--- src/rtl/vls_pkg.sv ---
package vls_pkg;

  // Strobes from the line control to the phase datapath.
  typedef struct packed {
    logic advance;  // end of the current line: reload the clock counter
    logic altStd;   // standard whose increment applies to the next line
  } seqStrobe_t;

endpackage

--- src/rtl/vls_phase_dp.sv ---
module vls_phase_dp
  import vls_pkg::*;
#(
  parameter int          FRAC_BITS = 12,
  parameter int          PER_W     = 16,
  parameter int unsigned STD0_INC  = 8791293,
  parameter int unsigned STD1_INC  = 8864320
) (
  input  logic       clk,
  input  logic       rst,
  input  seqStrobe_t strobe,
  output logic       lineDone
);

  localparam int ACC_W = FRAC_BITS + PER_W;
  localparam logic [ACC_W-1:0] INC0 = ACC_W'(STD0_INC);
  localparam logic [ACC_W-1:0] INC1 = ACC_W'(STD1_INC);

  logic [FRAC_BITS-1:0] frac;
  logic [PER_W-1:0]     period;
  logic [PER_W-1:0]     clkCnt;
  logic [ACC_W-1:0]     incVal;
  logic [ACC_W-1:0]     accSum;

  // Increment of the standard chosen for the next line.
  always_comb begin
    incVal = strobe.altStd ? INC1 : INC0;
    accSum = {{PER_W{1'b0}}, frac} + incVal;
  end

  // The clock counter runs 0 .. period-1; the last count ends the line.
  assign lineDone = (clkCnt == period - 1'b1);

  always_ff @(posedge clk) begin
    if (rst) begin
      clkCnt <= '0;
      frac   <= incVal[FRAC_BITS-1:0];
      period <= incVal[ACC_W-1:FRAC_BITS];
    end else if (strobe.advance) begin
      clkCnt <= '0;
      frac   <= accSum[FRAC_BITS-1:0];
      period <= accSum[ACC_W-1:FRAC_BITS];
    end else begin
      clkCnt <= clkCnt + 1'b1;
    end
  end

  // every line must have at least one clock
  p_period_nonzero_r1: assert property (@(posedge clk) disable iff (rst)
    period != '0);

  // the counter never runs past the line period
  p_cnt_in_line_r2: assert property (@(posedge clk) disable iff (rst)
    clkCnt < period);

  // a line that is not ending keeps its period
  p_period_held_r1: assert property (@(posedge clk) disable iff (rst)
    !strobe.advance |=> $stable(period));

endmodule

--- src/rtl/vls_line_ctrl.sv ---
module vls_line_ctrl
  import vls_pkg::*;
#(
  parameter int STD0_LINES  = 263,
  parameter int STD1_LINES  = 313,
  parameter int VBLANK_LINE = 240,
  parameter int FRAME_W     = 16,
  parameter int LINE_W      = 9
) (
  input  logic               clk,
  input  logic               rst,
  input  logic               stdSel,
  input  logic [1:0]         ilaceCtl,
  input  logic               lineDone,
  output seqStrobe_t         strobe,
  output logic               hsyncTick,
  output logic [LINE_W-1:0]  lineNum,
  output logic               vblank,
  output logic               vblankIrq,
  output logic               fieldBit,
  output logic [FRAME_W-1:0] frameCount
);

  localparam logic [LINE_W-1:0] TOTAL0 = LINE_W'(STD0_LINES);
  localparam logic [LINE_W-1:0] TOTAL1 = LINE_W'(STD1_LINES);
  localparam logic [LINE_W-1:0] VB_AT  = LINE_W'(VBLANK_LINE);

  logic                stdReg;
  logic [LINE_W-1:0]   totalCur;
  logic [LINE_W-1:0]   nextLine;
  logic [FRAME_W-1:0]  nextFrame;
  logic                wrap;
  logic                nextStd;

  always_comb begin
    totalCur  = stdReg ? TOTAL1 : TOTAL0;
    nextLine  = lineNum + 1'b1;
    nextFrame = frameCount + 1'b1;
    wrap      = lineDone && (nextLine == totalCur);
    // The standard input is taken only at reset or at a frame boundary.
    nextStd   = (rst || wrap) ? stdSel : stdReg;
  end

  always_comb begin
    strobe.advance = lineDone;
    strobe.altStd  = nextStd;
  end

  always_ff @(posedge clk) begin
    if (rst) begin
      stdReg     <= stdSel;
      lineNum    <= '0;
      frameCount <= '0;
      vblank     <= 1'b0;
      vblankIrq  <= 1'b0;
      hsyncTick  <= 1'b0;
      fieldBit   <= 1'b0;
    end else begin
      hsyncTick <= lineDone;
      vblankIrq <= 1'b0;
      if (lineDone) begin
        if (wrap) begin
          lineNum    <= '0;
          frameCount <= nextFrame;
          vblank     <= 1'b0;
          stdReg     <= stdSel;
          if (ilaceCtl == 2'b11) begin
            fieldBit <= nextFrame[0];
          end
        end else begin
          lineNum <= nextLine;
          if (nextLine == VB_AT) begin
            vblank    <= 1'b1;
            vblankIrq <= 1'b1;
          end
        end
      end
    end
  end

  // the line number stays inside the active frame
  p_line_bound_r3: assert property (@(posedge clk) disable iff (rst)
    lineNum < totalCur);

  // the interrupt comes only with the tick that enters the blank line
  p_irq_at_line_r4: assert property (@(posedge clk) disable iff (rst)
    vblankIrq |-> (hsyncTick && lineNum == VB_AT));

  // the interrupt is a single-clock pulse
  p_irq_pulse_r4: assert property (@(posedge clk) disable iff (rst)
    vblankIrq |=> !vblankIrq);

  // blank rises on the blank line and falls on line 0
  p_vb_rise_r5: assert property (@(posedge clk) disable iff (rst)
    $rose(vblank) |-> lineNum == VB_AT);
  p_vb_fall_r5: assert property (@(posedge clk) disable iff (rst)
    $fell(vblank) |-> lineNum == '0);

  // a new frame is exactly one count ahead of the previous cycle
  p_frame_step_r6: assert property (@(posedge clk) disable iff (rst)
    (hsyncTick && lineNum == '0) |-> frameCount == FRAME_W'($past(frameCount) + 1'b1));

  // the field bit moves only at a frame start
  p_field_hold_r7: assert property (@(posedge clk) disable iff (rst)
    !$stable(fieldBit) |-> (hsyncTick && lineNum == '0));

  // the latched standard moves only at a frame start
  p_std_frame_r8: assert property (@(posedge clk) disable iff (rst)
    !$stable(stdReg) |-> (hsyncTick && lineNum == '0));

endmodule

--- src/rtl/video_line_sequencer.sv ---
module video_line_sequencer
  import vls_pkg::*;
#(
  parameter int          FRAC_BITS   = 12,
  parameter int          PER_W       = 16,
  parameter int unsigned STD0_INC    = 8791293,
  parameter int unsigned STD1_INC    = 8864320,
  parameter int          STD0_LINES  = 263,
  parameter int          STD1_LINES  = 313,
  parameter int          VBLANK_LINE = 240,
  parameter int          FRAME_W     = 16,
  parameter int          LINE_W      = $clog2(((STD0_LINES > STD1_LINES) ? STD0_LINES : STD1_LINES) + 1)
) (
  input  logic               clk,
  input  logic               rst,
  input  logic               stdSel,
  input  logic [1:0]         ilaceCtl,
  output logic               hsyncTick,
  output logic [LINE_W-1:0]  lineNum,
  output logic               vblank,
  output logic               vblankIrq,
  output logic               fieldBit,
  output logic [FRAME_W-1:0] frameCount
);

  seqStrobe_t strobe;
  logic       lineDone;

  vls_phase_dp #(
    .FRAC_BITS (FRAC_BITS),
    .PER_W     (PER_W),
    .STD0_INC  (STD0_INC),
    .STD1_INC  (STD1_INC)
  ) u_phase (
    .clk      (clk),
    .rst      (rst),
    .strobe   (strobe),
    .lineDone (lineDone)
  );

  vls_line_ctrl #(
    .STD0_LINES  (STD0_LINES),
    .STD1_LINES  (STD1_LINES),
    .VBLANK_LINE (VBLANK_LINE),
    .FRAME_W     (FRAME_W),
    .LINE_W      (LINE_W)
  ) u_ctrl (
    .clk        (clk),
    .rst        (rst),
    .stdSel     (stdSel),
    .ilaceCtl   (ilaceCtl),
    .lineDone   (lineDone),
    .strobe     (strobe),
    .hsyncTick  (hsyncTick),
    .lineNum    (lineNum),
    .vblank     (vblank),
    .vblankIrq  (vblankIrq),
    .fieldBit   (fieldBit),
    .frameCount (frameCount)
  );

endmodule

--- config.mk ---
export PLATFORM = sky130hd
export DESIGN_NAME = video_line_sequencer
export DESIGN_NICKNAME = d
export VERILOG_FILES = /design/src/rtl/vls_pkg.sv /design/src/rtl/vls_phase_dp.sv /design/src/rtl/vls_line_ctrl.sv /design/src/rtl/video_line_sequencer.sv
export SDC_FILE = /design/constraint.sdc
export NUM_CORES = 1
export LEC_CHECK = 0
export ABC_CLOCK_PERIOD_IN_PS = 5330
export BUFFER_PORTS_ARGS = -buffer_cell sky130_fd_sc_hd__buf_2
export CAP_MARGIN = 20
export CORE_UTILIZATION = 35
export DETAILED_ROUTE_END_ITERATION = 16
export GPL_ROUTABILITY_DRIVEN = 0
export PLACE_DENSITY_LB_ADDON = 0.1
export SYNTH_ARGS = -nofsm -noshare
export SYNTH_HDL_FRONTEND = slang
export SYNTH_HIERARCHICAL = 1
export SYNTH_SLANG_ARGS = --single-unit
--- constraint.sdc ---
create_clock -name clk -period 5.33 [get_ports clk]
set_input_delay 1.066 -clock clk [delete_from_list [all_inputs] [get_ports clk]]
set_output_delay 1.066 -clock clk [all_outputs]
set_load 0.1 [all_outputs]
==> flow_summary.json <==
{
  "place_ws_ns": 0.583,
  "fillerInstances": 933,
  "crit_fanout": 9,
  "slew_viol_final": 0,
  "drtPass1Iterations": 6,
  "setup_slack_ns": 0.574,
  "cp-start-kind": "flop",
  "core_area_sq_um": 9330,
  "overflow": 0,
  "synth_edf_count": 16,
  "p_leak_nw": 1.44,
  "tightest_slew_ns": 0.697,
  "comb_power_share_pct": 14.0,
  "cts_resized": 0,
  "fin_skew_ns": 0.00815,
  "path_depth": 21,
  "finalSetupViolCount": 0,
  "yosys_most_used_dff": "dfxtp_1",
  "fmax_mhz": 210,
  "grt_pass1_vias": 2690,
  "finalCritPeriodShare_pct": 89.2,
  "fin_cells": 541,
  "cpPeakStageDelay_ns": 0.42,
  "grt_max_degree": 51,
  "wl_per_cell_um": 13.7,
  "hold_violations": 0,
  "avgViaCountPerCell": 5.24,
  "fin_util_pct": 41.6,
  "rows": 35,
  "critPathSlowestCell": "edfxtp_1",
  "dieArea_sq_um": 10100,
  "drt_iter0_drc": 59,
  "fin_area_sq_um": 3880,
  "floorplan.initialDensity_pct": 36.4,
  "numPortBuffers": 33,
  "track_usage_pct": 15.9,
  "synth.distinct_cells": 53,
  "worst-r2r-setup-slack_ns": 0.57,
  "switchingPower_uw": 289,
  "path_cells": "inv_1, ha_1, inv_1, ha_1, xor2_1, nor3_1, nand4_1, nor4_2, nand2_1, nor3_1, nand3_1, a21oi_1, nor2_1, inv_1, mux2_2, inv_1, ha_1, a211o_1, a21o_1, a311oi_2, mux2_2",
  "die_x_um": 101,
  "hp-class": "reg2reg",
  "antenna_cells": 0,
  "switching_share_pct": 26.2,
  "dp_hpwl_mm": 5.04,
  "yosysSeqAreaShare_pct": 40.6,
  "fin_crit_ns": 4.76,
  "mappedNetlistArea_sq_um": 3400,
  "die_y_um": 101,
  "clkLatencyLatePin_ns": 0.33,
  "routed_wl_mm": 7.40,
  "async_flop_share_pct": 0,
  "crit_type": "reg2reg",
  "place_area_sq_um": 3660,
  "avgSynthCellArea_sq_um": 8.97,
  "cts_setup_buffers": 0,
  "numPlacedInstances": 525,
  "seqCellArea_sq_um": 1380,
  "reg2reg_depth": 21,
  "crit_family": "compound AO/OA/AOI/OAI gates",
  "crit_path_frequent_cell": "inv_1",
  "status": "complete, no violations",
  "hold_depth": 1,
  "hold_buffers": 0,
  "final_nets": 427,
  "whs_ns": 0.477,
  "yosys_register_bits": 61,
  "r2r_end": "u_phase/frac[8]$_SDFFCE_PP0P_",
  "hold_path.startpoint": "u_phase/clkCnt[0]$_SDFF_PP0_",
  "required_ns": 5.41,
  "cts.clk_slew.worst_paths_ns": 0.07,
  "crit_buf_inv": 4,
  "cts_buffer_depth": 2,
  "yosysWarnings": 6,
  "io_pins": 34,
  "syn-instance-count": 379,
  "seqPwrFrac_pct": 46.7,
  "rsz0062_at_grt": "no",
  "power.density_nw_per_um2": 284,
  "p_int_uw": 812,
  "antenna_found_initial": 0,
  "cts_tree": "yes",
  "ir_drop_uv": 95.8,
  "numCtsBuffers": 9,
  "areaGrowthSynthToFinish_pct": 14.1,
  "cts_max_level": 3,
  "r2r-start": "u_phase/period[0]$_SDFFCE_PP0P_",
  "multi_input_comb_area_sq_um": 1860,
  "drv_cap": 0,
  "cp-end-kind": "flop",
  "drcViolationCount": 0,
  "cp.arrival_ns": 4.84,
  "total_power_mw": 1.10,
  "slew_headroom_pct": 53.5,
  "route.vias.total": 2836,
  "drive_above_1_share_pct": 15.3,
  "clkPwrFrac_pct": 39.2,
  "hold_path_end": "u_phase/clkCnt[0]$_SDFF_PP0_",
  "cts_root_buffer": "clkbuf_8",
  "detail-route-antenna-nets": 0,
  "fin_tns_setup_ns": 0,
  "grt_first_pass_wirelength_mm": 12.7,
  "synth_fp_nets": 399,
  "clock-sinks": 61
}
[how the worst max path moves through the flow]
stage / startpoint / endpoint / slack (ns)
after floorplan: u_phase/period[0]$_SDFFCE_PP0P_ / u_phase/frac[8]$_SDFFCE_PP0P_ / 0.27
after global placement: u_phase/period[0]$_SDFFCE_PP0P_ / u_phase/frac[8]$_SDFFCE_PP0P_ / 0.70
after detailed placement: u_phase/period[0]$_SDFFCE_PP0P_ / u_phase/frac[8]$_SDFFCE_PP0P_ / 0.58
after CTS: u_phase/period[0]$_SDFFCE_PP0P_ / u_phase/frac[8]$_SDFFCE_PP0P_ / 0.56
after global routing: u_phase/period[0]$_SDFFCE_PP0P_ / u_phase/frac[8]$_SDFFCE_PP0P_ / 0.13
final: u_phase/period[0]$_SDFFCE_PP0P_ / u_phase/frac[8]$_SDFFCE_PP0P_ / 0.57
[cells by family after synthesis]
family,count (synthesis),synth area share [%]
simple gates,153,24.8
compound gates,79,15.0
flops,61,40.6
buf+inv,37,4.82
xor+xnor,26,6.70
fa+ha+maj,15,5.52
mux,8,2.47
[layer usage]
metal	vias up	routed length, um	global-route usage [%]
met1	1330	3580	20.3
met5	-	0	0
met4	0	105	7.25
met3	9	175	2.70
met2	36	3540	26.2
li1	1461	-	-
[state kept, by name, indices dropped and copies added, names as in the netlist]
signal,cells
u_ctrl/vblankIrq,1
u_phase/frac,12
u_ctrl/stdReg,1
u_ctrl/frameCount,16
u_ctrl/vblank,1
u_ctrl/fieldBit,1
u_ctrl/hsyncTick,1
u_phase/period,3
u_phase/clkCnt,16
u_ctrl/lineNum,9
[power groups by stage]
stage                     registers [mW]  clock network (mW)  logic, mW
after floorplan                    0.528                   0      0.118
after global placement             0.525                   0      0.154
after detailed placement           0.524                   0      0.155
after CTS                          0.514               0.453      0.155
after global routing               0.517               0.474      0.173
final                              0.514               0.432      0.154
[synthesized netlist by cell type, types with 10 or more instances]
| master | instances | area, sq um |
|---|---|---|
| o21ai_0 | 14 | 70.1 |
| clkbuf_1 | 14 | 52.6 |
| inv_1 | 17 | 63.8 |
| o31ai_1 | 12 | 90.1 |
| xor2_1 | 12 | 105 |
| ha_1 | 15 | 188 |
| nand4_1 | 10 | 62.6 |
| xnor2_1 | 14 | 123 |
| or4_1 | 14 | 105 |
| nand3_1 | 17 | 85.1 |
| nor2_1 | 32 | 120 |
| dfxtp_1 | 45 | 901 |
| a21oi_1 | 27 | 135 |
| nand2_1 | 24 | 90.1 |
| edfxtp_1 | 16 | 480 |
[area by class of cell]
class | instances | share of cell area, %
multi-input cells | 281 | 48.0
flip-flops and latches | 61 | 35.6
clock buffers | 14 | 5.29
repair buffers | 37 | 5.03
well taps | 129 | 4.16
inverters | 17 | 1.65
clock inverters | 2 | 0.258
[placed cells by master (no fill, tap or decap), drive strengths merged, types with 15 or more instances in the layout]
cell	n
a21oi	27
ha	15
or4	15
buf	37
inv	17
edfxtp	16
nor2	32
nand3	19
nand2	24
dfxtp	45
No activity file was read; power rests on OpenSTA's default activity.
